**src/rtl/rat_pkg.sv**
```systemverilog
`timescale 1ns/10ps
package rat_pkg;
    parameter int unsigned DEF_ARCH = 8;
    parameter int unsigned DEF_PHYS = 16;

    // encoding matches {push, pop}
    typedef enum logic [1:0] {
        FL_IDLE = 2'b00,
        FL_POP  = 2'b01,
        FL_PUSH = 2'b10,
        FL_BOTH = 2'b11
    } fl_op_e;
endpackage

```
**src/rtl/rat_free_list.sv**
```systemverilog
`timescale 1ns/10ps
module rat_free_list
    import rat_pkg::*;
#(
    parameter int unsigned NUM_ARCH = DEF_ARCH,
    parameter int unsigned NUM_PHYS = DEF_PHYS,
    localparam int unsigned TW    = $clog2(NUM_PHYS),
    localparam int unsigned DEPTH = NUM_PHYS - NUM_ARCH,
    localparam int unsigned CW    = $clog2(DEPTH + 1)
) (
    input  logic          clk,
    input  logic          rst_n,
    input  logic          pop,
    input  logic          push,
    input  logic [TW-1:0] push_tag,
    output logic [TW-1:0] head_tag,
    output logic [CW-1:0] count,
    output logic          empty
);
    localparam int unsigned PW = (DEPTH > 1) ? $clog2(DEPTH) : 1;

    typedef struct packed {
        logic [DEPTH-1:0][TW-1:0] slot;
        logic [PW-1:0]            head;
        logic [PW-1:0]            tail;
        logic [CW-1:0]            cnt;
    } fl_state_t;

    fl_state_t st_d, st_q;
    fl_op_e    op;

    function automatic fl_state_t reset_state();
        fl_state_t r;
        for (int k = 0; k < DEPTH; k++) begin
            r.slot[k] = TW'(NUM_ARCH + k);
        end
        r.head = '0;
        r.tail = '0;
        r.cnt  = CW'(DEPTH);
        return r;
    endfunction

    function automatic logic [PW-1:0] ptr_next(input logic [PW-1:0] p);
        return (p == PW'(DEPTH - 1)) ? '0 : p + 1'b1;
    endfunction

    always_comb begin
        op   = fl_op_e'({push, pop});
        st_d = st_q;
        unique case (op)
            FL_POP: begin
                st_d.head = ptr_next(st_q.head);
                st_d.cnt  = st_q.cnt - 1'b1;
            end
            FL_PUSH: begin
                st_d.slot[st_q.tail] = push_tag;
                st_d.tail            = ptr_next(st_q.tail);
                st_d.cnt             = st_q.cnt + 1'b1;
            end
            FL_BOTH: begin
                st_d.slot[st_q.tail] = push_tag;
                st_d.tail            = ptr_next(st_q.tail);
                st_d.head            = ptr_next(st_q.head);
            end
            default: begin
            end
        endcase
    end

    always_ff @(posedge clk) begin
        if (!rst_n) begin
            st_q <= reset_state();
        end else begin
            st_q <= st_d;
        end
    end

    assign head_tag = st_q.slot[st_q.head];
    assign count    = st_q.cnt;
    assign empty    = (st_q.cnt == '0);
endmodule

```
**src/rtl/rat_map_table.sv**
```systemverilog
`timescale 1ns/10ps
module rat_map_table
    import rat_pkg::*;
#(
    parameter int unsigned NUM_ARCH = DEF_ARCH,
    parameter int unsigned NUM_PHYS = DEF_PHYS,
    parameter int unsigned NUM_RD   = 1,
    localparam int unsigned AW = $clog2(NUM_ARCH),
    localparam int unsigned TW = $clog2(NUM_PHYS)
) (
    input  logic                           clk,
    input  logic                           rst_n,
    input  logic                           wr_en,
    input  logic [AW-1:0]                  wr_idx,
    input  logic [TW-1:0]                  wr_tag,
    input  logic [NUM_RD-1:0][AW-1:0]      rd_idx,
    output logic [NUM_RD-1:0][TW-1:0]      rd_tag,
    output logic [NUM_ARCH-1:0][TW-1:0]    map_all
);
    typedef struct packed {
        logic [NUM_ARCH-1:0][TW-1:0] ent;
    } map_state_t;

    map_state_t map_d, map_q;

    function automatic map_state_t identity_map();
        map_state_t r;
        for (int i = 0; i < NUM_ARCH; i++) begin
            r.ent[i] = TW'(i);
        end
        return r;
    endfunction

    always_comb begin
        map_d = map_q;
        if (wr_en) begin
            map_d.ent[wr_idx] = wr_tag;
        end
    end

    always_ff @(posedge clk) begin
        if (!rst_n) begin
            map_q <= identity_map();
        end else begin
            map_q <= map_d;
        end
    end

    for (genvar r = 0; r < NUM_RD; r++) begin : g_rd
        assign rd_tag[r] = map_q.ent[rd_idx[r]];
    end

    assign map_all = map_q.ent;
endmodule

```
**src/rtl/rename_alias_top.sv**
```systemverilog
`timescale 1ns/10ps
module rename_alias_top
    import rat_pkg::*;
#(
    parameter int unsigned NUM_ARCH = DEF_ARCH,
    parameter int unsigned NUM_PHYS = DEF_PHYS,
    localparam int unsigned AW = $clog2(NUM_ARCH),
    localparam int unsigned TW = $clog2(NUM_PHYS)
) (
    input  logic          clk,
    input  logic          rst_n,
    input  logic          rn_valid,
    input  logic          rn_has_dst,
    input  logic [AW-1:0] rn_dst,
    input  logic [AW-1:0] rn_src_a,
    input  logic [AW-1:0] rn_src_b,
    output logic          rn_ready,
    output logic [TW-1:0] rn_tag_a,
    output logic [TW-1:0] rn_tag_b,
    output logic [TW-1:0] rn_new_tag,
    output logic [TW-1:0] rn_old_tag,
    input  logic          ret_valid,
    input  logic          ret_has_dst,
    input  logic [AW-1:0] ret_arch,
    input  logic [TW-1:0] ret_new_tag,
    input  logic [TW-1:0] ret_old_tag,
    input  logic [AW-1:0] cm_arch,
    output logic [TW-1:0] cm_tag
);
    localparam int unsigned CW       = $clog2(NUM_PHYS - NUM_ARCH + 1);
    localparam int unsigned SPEC_RD  = 3;

    logic [SPEC_RD-1:0][AW-1:0]    spec_rd_idx;
    logic [SPEC_RD-1:0][TW-1:0]    spec_rd_tag;
    logic [0:0][AW-1:0]            cm_rd_idx;
    logic [0:0][TW-1:0]            cm_rd_tag;
    logic [NUM_ARCH-1:0][TW-1:0]   spec_map_all;
    logic [NUM_ARCH-1:0][TW-1:0]   commit_map_all;
    logic                          fl_empty;
    logic [TW-1:0]                 fl_head;
    logic [CW-1:0]                 free_cnt;
    logic                          alloc_go;
    logic                          free_go;

    always_comb begin
        spec_rd_idx[0] = rn_src_a;
        spec_rd_idx[1] = rn_src_b;
        spec_rd_idx[2] = rn_dst;
        cm_rd_idx[0]   = cm_arch;

        rn_ready = !rn_has_dst || !fl_empty;
        alloc_go = rn_valid && rn_has_dst && !fl_empty;
        free_go  = ret_valid && ret_has_dst;

        rn_tag_a   = spec_rd_tag[0];
        rn_tag_b   = spec_rd_tag[1];
        rn_new_tag = rn_has_dst ? fl_head        : '0;
        rn_old_tag = rn_has_dst ? spec_rd_tag[2] : '0;
        cm_tag     = cm_rd_tag[0];
    end

    rat_map_table #(
        .NUM_ARCH(NUM_ARCH),
        .NUM_PHYS(NUM_PHYS),
        .NUM_RD  (SPEC_RD)
    ) spec_map_i (
        .clk    (clk),
        .rst_n  (rst_n),
        .wr_en  (alloc_go),
        .wr_idx (rn_dst),
        .wr_tag (fl_head),
        .rd_idx (spec_rd_idx),
        .rd_tag (spec_rd_tag),
        .map_all(spec_map_all)
    );

    rat_map_table #(
        .NUM_ARCH(NUM_ARCH),
        .NUM_PHYS(NUM_PHYS),
        .NUM_RD  (1)
    ) commit_map_i (
        .clk    (clk),
        .rst_n  (rst_n),
        .wr_en  (free_go),
        .wr_idx (ret_arch),
        .wr_tag (ret_new_tag),
        .rd_idx (cm_rd_idx),
        .rd_tag (cm_rd_tag),
        .map_all(commit_map_all)
    );

    rat_free_list #(
        .NUM_ARCH(NUM_ARCH),
        .NUM_PHYS(NUM_PHYS)
    ) free_list_i (
        .clk     (clk),
        .rst_n   (rst_n),
        .pop     (alloc_go),
        .push    (free_go),
        .push_tag(ret_old_tag),
        .head_tag(fl_head),
        .count   (free_cnt),
        .empty   (fl_empty)
    );
endmodule

```
**config.mk**
```make
export PLATFORM = sky130hd
export DESIGN_NAME = rename_alias_top
export DESIGN_NICKNAME = d
export VERILOG_FILES = /design/src/rtl/rat_pkg.sv /design/src/rtl/rat_free_list.sv /design/src/rtl/rat_map_table.sv /design/src/rtl/rename_alias_top.sv
export SDC_FILE = /design/constraint.sdc
export NUM_CORES = 1
export LEC_CHECK = 0
export ABC_AREA = 1
export BUFFER_PORTS_ARGS = -buffer_cell sky130_fd_sc_hd__buf_2
export CORE_UTILIZATION = 50
export CTS_CLUSTER_DIAMETER = 30
export DETAILED_ROUTE_END_ITERATION = 10
export PLACE_DENSITY_LB_ADDON = 0.2
export SETUP_SLACK_MARGIN = 0.3
export SYNTH_ARGS = -nofsm -noshare
export SYNTH_HDL_FRONTEND = slang
export SYNTH_SLANG_ARGS = --single-unit
```
**constraint.sdc**
```tcl
create_clock -name clk -period 2.8 [get_ports clk]
set_clock_uncertainty 0.1 [all_clocks]
set_input_delay 0.56 -clock clk [delete_from_list [all_inputs] [get_ports clk]]
set_output_delay 0.56 -clock clk [all_outputs]
set_load 0.005 [all_outputs]
```
==> results.toml, run 1 <==
[synthesis]
synth_area_leaders = "dfxtp_1 36%, nand2_1 14%, o21ai_0 9.3%, nor2_1 6.2%, inv_1 5.9%"
yosysTopAreaCell = "dfxtp_1"
synth_fp_nets = 927
synthFlopType = "dfxtp_1"
ys_seq_elements = 106
ys_types = 33
synth_common_cells = "220 x nand2_1, 110 x o21ai_0, 106 x dfxtp_1"
syn_area_per_cell_um2 = 6.636
yosysTopAreaCellShare_pct = 35.93
yosysMostFrequentCell = "nand2_1"
syn_area_mm2 = 0.005906
synth_cells = 890
seq_area_frac_synth_pct = 35.93
yosys_warnings = 0
synth-edff-count = 0
ys_async_sr_fraction_pct = 0

[timing]
slew_violations = 0
relSlewSlack_pct = 63.04
max_freq_mhz = 430.1
finalSetupViolCount = 0
rsz0062_at_grt = "false"
setup_slack_ns = 0.4752
fin_crit_ns = 2.325
period_share_pct = 83.03
tightestPinTransition_ns = 0.5545
hold_viol = 0
tns_ns = 0
whs_ns = 0.3592

[clock_network]
clkSlewWorstSetupHoldPaths_ns = 0.07
ctsResizeCount = 0
cts-root-buf = "clkbuf_16"
clock_latency_ns = 0.34
postCtsHoldBufs = 0
cts_tree = "done"
cts.sinks = 106
numCtsBuffers = 9
cts_setup_buffers = 0
cts_buffer_depth = 2
h-tree-depth = 3

[routing]
num_vias = 5551
wl_mm = 14.45
wire_per_inst_um = 13.53
drt_iter0_markers = 314
via_per_inst = 5.198
first_pass_iters = 5
drc = 0
antenna_left = 0

[job]
drv_cap = 0

[worst_setup_path]
start_kind = "input pin"
cp_max_fo = 34
crit_required_ns = 2.14
cp-end-kind = "output pin"
worstSetupPathType = "in2out"
worstPathArrival_ns = 1.66

[min_path]
hp-class = "reg2reg"

[placed_design]
finalWeightedCongestion = 0.8953
dp.cells = 1052
placed_cell_area_mm2 = 0.006188
dp_slack_ns = 0.4962
dp_hpwl_mm = 10.32
port_buffers = 49

[global_routing]
overflow = 0
grt_max_degree = 61
grt_util_all_layers_pct = 24.37
grt_pass1_vias = 5008
grt_antenna_before_repair = 0
grt_first_pass_wirelength_mm = 24.47

[final_layout]
regArea_mm2 = 0.002123
area_growth_pct = 9.830
layout.nets = 957
drive_gt1_share_pct = 16.65
postLayoutCoreUtil_pct = 56.56
final_cell_area_mm2 = 0.006486
fillCellCount = 1121
fin_cells = 1068
num_antenna_cells = 0
multiInputGateArea_mm2 = 0.003139

[die]
fp-row-count = 39
pin_count = 50
die_y_um = 110.7
die_area_mm2 = 0.01225
core_mm2 = 0.01147
die_w_um = 110.7
initial_core_util_pct = 51.50

[pwr]
seqPwrFrac_pct = 46.3
p_switching_mw = 0.9771
vdd_drop_max_uv = 314.5
power_mw = 3.436
power_density_mw_per_mm2 = 529.7
pwr-share-comb_pct = 16.6
pwr-share-clk_pct = 37.0
power.share.switching_pct = 28.44
p_int_mw = 2.459
leakagePower_nw = 3.142

[run_status]
status = "finished, final reports clean"
-- worst paths after layout --
| check | depth (start not counted) | start | slack (ns) | end |
|---|---|---|---|---|
| setup reg to reg | 11 | free_list_i.count[0]$_SDFFE_PN0P_ | 0.55 | free_list_i.count[3]$_SDFFE_PN1P_ |
| hold / removal | 2 | free_list_i.st_q[31]$_SDFFE_PN0P_ | 0.36 | free_list_i.st_q[31]$_SDFFE_PN0P_ |
| setup / recovery | 8 | rn_dst[0] | 0.48 | rn_old_tag[3] |
| hold reg to reg | 2 | free_list_i.st_q[31]$_SDFFE_PN0P_ | 0.36 | free_list_i.st_q[31]$_SDFFE_PN0P_ |
-- cell families (layout without fill, tap and decap cells) --
family | Yosys count | after routing | share of synthesized area, %
adders and majority gates | 8 | 8 | 1.822
buffers and inverters | 151 | 186 | 10.91
DFF | 106 | 106 | 35.93
xor gates and xnor gates | 2 | 2 | 0.2967
AOI/OAI and AO/OA | 229 | 229 | 21.89
and+or+nand+nor | 394 | 394 | 29.15
-- power groups by stage --
stage / Clock, mW / Combinational [mW] / Sequential [mW]
after floorplan: 0 / 0.415 / 1.61
after global placement: 0 / 0.570 / 1.63
after detailed placement: 0 / 0.572 / 1.63
after CTS: 1.30 / 0.575 / 1.59
after global routing: 1.36 / 0.644 / 1.60
final: 1.27 / 0.572 / 1.59
-- sequential cells by signal, summed over array words and instances, names as in the netlist --
register / cells
spec_map_i.map_all: 32
free_list_i.count: 4
commit_map_i.map_all: 32
free_list_i.st_q: 38
-- metal layers --
metal / part of all wire (%) / wire, um / track usage [%] / vias up
li1: - / - / - / 2912
met2: 46 / 6624 / 40.75 / 144
met4: 1.7 / 252 / 7.200 / 0
met5: 0 / 0 / 0 / -
met1: 47 / 6735 / 32.55 / 2470
met3: 5.8 / 840 / 3.554 / 25
-- cells in the final DEF, fill, tap and decap left out, types with 2 or more instances in the layout --
cell / instances
nand2_1: 220
o21ai_0: 110
dfxtp_1: 105
nor2_1: 97
inv_1: 93
a21oi_1: 61
buf_2: 49
nand3_1: 36
a21oi_2: 20
o211ai_1: 19
nand3_2: 17
inv_2: 16
o21ai_1: 11
nor2_2: 9
clkbuf_16: 9
ha_1: 7
buf_4: 7
nand2_2: 6
nand2_4: 5
o21a_1: 4
clkinv_2: 4
o21ai_2: 3
nor3_2: 2
xor2_1: 2
clkinv_1: 2
-- critical path, cell delays in order --
cell and delay [ns]:
buf_2 0.41, nand2_1 0.13, o21ai_0 0.11, nand2_1 0.07, nand2_1 0.07, nand2_1 0.07
a21oi_1 0.11, buf_2 0.12
-- layout make-up --
cell class | instances | share of cell area [%]
multi-input cells | 633 | 48.40
flip-flops and latches | 106 | 32.74
inverters | 113 | 6.636
repair buffers | 57 | 4.900
clock buffers | 11 | 3.742
well taps | 143 | 2.758
clock inverters | 5 | 0.8295
(Power assumes the default switching activity.)
==> inputs of run 2 (changes only) <==
Clock period 2.8 ns to 2.2 ns, I/O delays scaled along.
==> results.toml, run 2 (synthesized netlist as in run 1, its figures left out) <==
[run_status]
status = "finished, final reports clean"

[final_layout]
num_antenna_cells = 0
drive_gt1_share_pct = 27.20
postLayoutCoreUtil_pct = 61.39
fillCellCount = 1076
layout_common_cells = "210 x nand2_1, 96 x nor2_1, 75 x inv_1, 75 x dfxtp_1, 71 x o21ai_0"
regArea_mm2 = 0.002178
top_register = "free_list_i.st_q"
layout.nets = 977
multiInputGateArea_mm2 = 0.003319
final_common_cell = "nand2_1"
area_growth_pct = 19.19
largest_reg_flops = 38

[die]
core_mm2 = 0.01147
die_area_mm2 = 0.01225
die_y_um = 110.7
initial_core_util_pct = 51.50
fp-row-count = 39
die_w_um = 110.7
pin_count = 50

[worst_setup_path]
start_kind = "flip-flop"
crit_chain = "inv_8 -> nand2_1 -> nand3_1 -> nand3_2 -> nand2_4 -> nor2_1 -> buf_2"
cp_max_fo = 17
worstSetupPathType = "reg2out"
worstPathArrival_ns = 1.41
crit_path_top_delay_cell = "dfxtp_4"
crit_required_ns = 1.66
cp-end-kind = "output pin"
ff2ff_path_depth = 11
cp_slowest_stage_delay_ns = 0.43

[clock_network]
cts_buffer_depth = 2
cts-root-buf = "clkbuf_16"
h-tree-depth = 3
clkSlewWorstSetupHoldPaths_ns = 0.07
clock_latency_ns = 0.34
cts_tree = "done"
cts.sinks = 106
numCtsBuffers = 9

[global_routing]
overflow = 0
grt_first_pass_wirelength_mm = 25.27
grt_max_degree = 35
grt_util_all_layers_pct = 25.58
grt_antenna_before_repair = 0
grt_pass1_vias = 5050

[timing]
slew_violations = 0
rsz0062_at_grt = "true"
finalSetupViolCount = 0
period_share_pct = 88.70
fin_crit_ns = 1.951
relSlewSlack_pct = 67.85
tns_ns = 0
max_freq_mhz = 512.5
hold_viol = 0
tightestPinTransition_ns = 0.4817

[routing]
wire_per_inst_um = 14.34
num_vias = 5659
drt_iter0_markers = 376
via_per_inst = 5.201
wl_mm = 15.61
met3_length_um = 672
drc = 0
wl_met1_mm = 7.230
wl_met2_mm = 7.426
top_layer = "met4"
first_pass_iters = 6
antenna_left = 0

[placed_design]
port_buffers = 49
dp_hpwl_mm = 10.97
finalWeightedCongestion = 0.9150

[pwr]
vdd_drop_max_uv = 359.3
power_mw = 4.512
power_density_mw_per_mm2 = 640.9
leakagePower_nw = 3.325

[min_path]
whs_path_depth = 2
hp-class = "reg2reg"

[job]
drv_cap = 0
## run 2: cell types whose count changed in the layout (fill, tap and decap cells not counted), moves of 7 or more
cell and change:
o21ai_1 +37, nand3_2 +14, inv_1 -18, nand2_2 +9, o21ai_0 -39, buf_4 +11
inv_2 +11, dfxtp_4 +7, nand2_1 -10, dfxtp_1 -30, nand3_1 -14, dfxtp_2 +23
## run 2: what timing repair did
item	in CTS	in global routing
cloned	2	4
hold buffers	0	0
pin swaps	14	28
buffers inserted	5	2
resized for setup	46	117
setup endpoints to repair	20	22
## run 2: worst max-delay path, delay by kind of cell (launching register included)
| kind | cells | cell delay, ns |
|---|---|---|
| buffers and inverters | 2 | 0.22 |
| AND/OR/NAND/NOR | 5 | 0.42 |
| flip-flops | 1 | 0.43 |
## run 2: through the flow
stage	area (um^2)	setup WS (ns)	hold WS, ns	std cells
after floorplan	5936	0.3205	0.3236	890
after global placement	6259	0.1338	0.3360	1059
after detailed placement	6259	0.1102	0.3380	1059
after CTS	6736	0.2455	0.3502	1082
after global routing	7039	0.1895	0.3557	1088
final	7039	0.2487	0.3536	1088
## run 2: final timing paths
| kind | from | slack (ns) | endpoint |
|---|---|---|---|
| min reg2reg | free_list_i.st_q[26]$_SDFFE_PN0P_ | 0.35 | free_list_i.st_q[26]$_SDFFE_PN0P_ |
| max reg2reg | free_list_i.count[0]$_SDFFE_PN0P_ | 0.40 | free_list_i.count[3]$_SDFFE_PN1P_ |
| min | free_list_i.st_q[26]$_SDFFE_PN0P_ | 0.35 | free_list_i.st_q[26]$_SDFFE_PN0P_ |
| max | free_list_i.st_q[7]$_SDFFE_PN0P_ | 0.25 | rn_new_tag[0] |
## run 2: routing by layer
layer	global-route usage, %	vias to the layer above
met5	0	-
met4	8.444	0
met3	4.319	28
met2	42.98	130
met1	33.26	2540
li1	-	2961
## run 2: area by class of cell
class                   count  share of cell area (%)
multi-input cells         633                   47.16
flip-flops and latches    106                   30.95
repair buffers             76                   8.496
inverters                 113                   6.470
clock buffers              13                   3.982
well taps                 143                   2.542
clock inverters             3                  0.3022
repair inverters            1                  0.1066
## run 2: power by group
part / internal, mW / leakage, nW / switching [mW] / total [mW]
clock network: 0.893 / 0.148 / 0.708 / 1.60
logic: 0.334 / 2.31 / 0.538 / 0.873
registers: 1.98 / 0.867 / 0.0615 / 2.04
total: 3.20 / 3.32 / 1.31 / 4.51
==> inputs of run 3 (changes only) <==
Settings changed: ABC_AREA 1 to unset, SLEW_MARGIN set to 20.
==> results.toml, run 3 <==
[synthesis]
synth_cells = 528
syn_area_mm2 = 0.005593
synth_top_family_by_area = "multiplexers"
yosysTopAreaCellShare_pct = 37.94
synth_common_cells = "106 x dfxtp_1, 77 x nand2_1, 69 x mux2i_1"
ys_types = 39
synthFlopType = "dfxtp_1"
muxShareOfSynthArea_pct = 31.32
ys_async_sr_fraction_pct = 0
synth_fa_ha_area_share_pct = 1.924
yosysMostFrequentCell = "dfxtp_1"
synthXorXnorAreaFrac_pct = 0.3132
ys_seq_elements = 106
synth_fp_nets = 565
synth_compound_area_share_pct = 6.376
synth_area_leaders = "dfxtp_1 38%, mux4_2 15%, mux2i_1 12%, nand2_1 5.2%, nor2b_1 3.8%"
synth-edff-count = 0
yosys_warnings = 0
synth-simple-area-share_pct = 18.50
seq_area_frac_synth_pct = 37.94
yosysTopAreaCell = "dfxtp_1"
syn_area_per_cell_um2 = 10.59

[pwr]
seqPwrFrac_pct = 48.4
p_int_mw = 3.102
power_density_mw_per_mm2 = 614.8
leakagePower_nw = 2.471
p_switching_mw = 1.054
vdd_drop_max_uv = 411.5
power.share.switching_pct = 25.36
pwr-share-clk_pct = 33.5
pwr-share-comb_pct = 18.2

[worst_setup_path]
worstPathArrival_ns = 1.82
ff2ff_path_depth = 10
cp_max_fo = 7
crit_required_ns = 1.66
start_kind = "flip-flop"
cp-end-kind = "output pin"
worstSetupPathType = "reg2out"

[clock_network]
h-tree-depth = 3
numCtsBuffers = 9
clock_latency_ns = 0.36
cts.sinks = 106
cts_tree = "done"
cts_buffer_depth = 2
cts-root-buf = "clkbuf_8"
clkSlewWorstSetupHoldPaths_ns = 0.10

[timing]
rsz0062_at_grt = "true"
fin_crit_ns = 2.360
finalSetupViolCount = 3
relSlewSlack_pct = 62.61
tightestPinTransition_ns = 0.5578
hold_viol = 0
slew_violations = 0
whs_ns = 0.2948
max_freq_mhz = 423.7
period_share_pct = 107.3
setup_slack_ns = -0.1601

[min_path]
whs_path_depth = 3
hp-class = "in2reg"

[global_routing]
grt_antenna_before_repair = 0
overflow = 0
grt_first_pass_wirelength_mm = 20.69
grt_util_all_layers_pct = 23.31
grt_pass1_vias = 4087
grt_max_degree = 115

[job]
drv_cap = 0

[final_layout]
fillCellCount = 888
final_common_cell = "nand2_1"
final_cell_area_mm2 = 0.006760
largest_reg_flops = 38
drive_gt1_share_pct = 39.09
regArea_mm2 = 0.002180
num_antenna_cells = 0
top_register = "free_list_i.st_q"
area_growth_pct = 20.87
layout.nets = 623
layout_common_cells = "75 x nand2_1, 68 x dfxtp_1, 65 x mux2i_1"
multiInputGateArea_mm2 = 0.003435

[die]
die_y_um = 107.8
die_area_mm2 = 0.01161
initial_core_util_pct = 51.37
die_w_um = 107.8
core_mm2 = 0.01089
fp-row-count = 38
pin_count = 50

[placed_design]
finalWeightedCongestion = 0.7997
placed_cell_area_mm2 = 0.006135
port_buffers = 49
dp_hpwl_mm = 8.836

[routing]
first_pass_iters = 4
drt_iter0_markers = 218
num_vias = 4150
wire_per_inst_um = 17.40
via_per_inst = 5.677
drc = 0
wl_mm = 12.72
antenna_left = 0

[run_status]
violations = "negative setup slack"
status = "finished, violations left"
## run 3: layout make-up
type	instances	area share (%)
Tap cell	140	2.591
Multi-Input combinational cell	376	50.81
Timing Repair Buffer	89	10.59
Inverter	4	0.2591
Clock inverter	3	1.018
Clock buffer	13	2.499
Sequential cell	106	32.24
## run 3: critical path, cell delays in order, from the launching register on
cell	delay, ns
dfxtp_2	0.35
buf_12	0.13
mux4_2	0.57
mux2i_4	0.23
nor2_1	0.05
buf_2	0.12
## run 3: stage by stage
step | TNS, ns | util (%) | power (mW) | cells | worst slack (ns)
6_report | -0.4303 | 62.09 | 4.156 | 731 | -0.1601
5_1_grt | -0.7792 | 62.09 | 4.325 | 731 | -0.2133
4_1_cts | -0.4654 | 61.40 | 4.158 | 728 | -0.1625
3_5_place_dp | -0.04458 | 56.34 | 2.687 | 703 | -0.04334
3_3_place_gp | -0.008114 | 56.34 | 2.666 | 703 | -0.008114
2_1_floorplan | -0.4065 | - | 2.509 | 528 | -0.3060
## run 3: final timing paths
check	from	end	slack, ns
worst min register to register	commit_map_i.map_all[13]$_SDFFE_PN1P_	commit_map_i.map_all[13]$_SDFFE_PN1P_	0.37
worst max register to register	free_list_i.count[1]$_SDFFE_PN0P_	free_list_i.count[3]$_SDFFE_PN1P_	0.02
worst max-delay path	free_list_i.st_q[7]$_SDFFE_PN0P_	rn_new_tag[2]	-0.16
worst min-delay path	ret_old_tag[2]	free_list_i.st_q[24]$_SDFFE_PN0P_	0.29
## run 3: logic make-up (layout without fill, tap and decap cells)
group	after synthesis	in the layout
compound gates	62	62
xor+xnor	2	2
fa+ha+maj	8	8
buf+inv	46	109
flops	106	106
mux	125	125
simple gates	179	179
## run 3: metal layers
layer / global-route usage (%) / routed length (um) / vias up
met2: 39.10 / 6289 / 99
met4: 9.393 / 240 / 0
li1: - / - / 2025
met1: 30.31 / 5731 / 2004
met3: 3.027 / 458 / 22
met5: 0 / 0 / -
## run 3: power groups by stage
stage               clock network (mW)  logic (mW)  registers, mW
global placement                     0       0.610           2.06
CTS                               1.42       0.727           2.01
finish                            1.39       0.756           2.01
detailed placement                   0       0.630           2.06
global route                      1.49       0.816           2.02
floorplan                            0       0.459           2.05
## run 3: repair_timing
item	in CTS	in global routing
gates resized for setup	76	18
pin swaps	5	6
buffers inserted	9	3
hold buffers	0	0
cloned	0	0
endpoints found under the setup margin	24	41
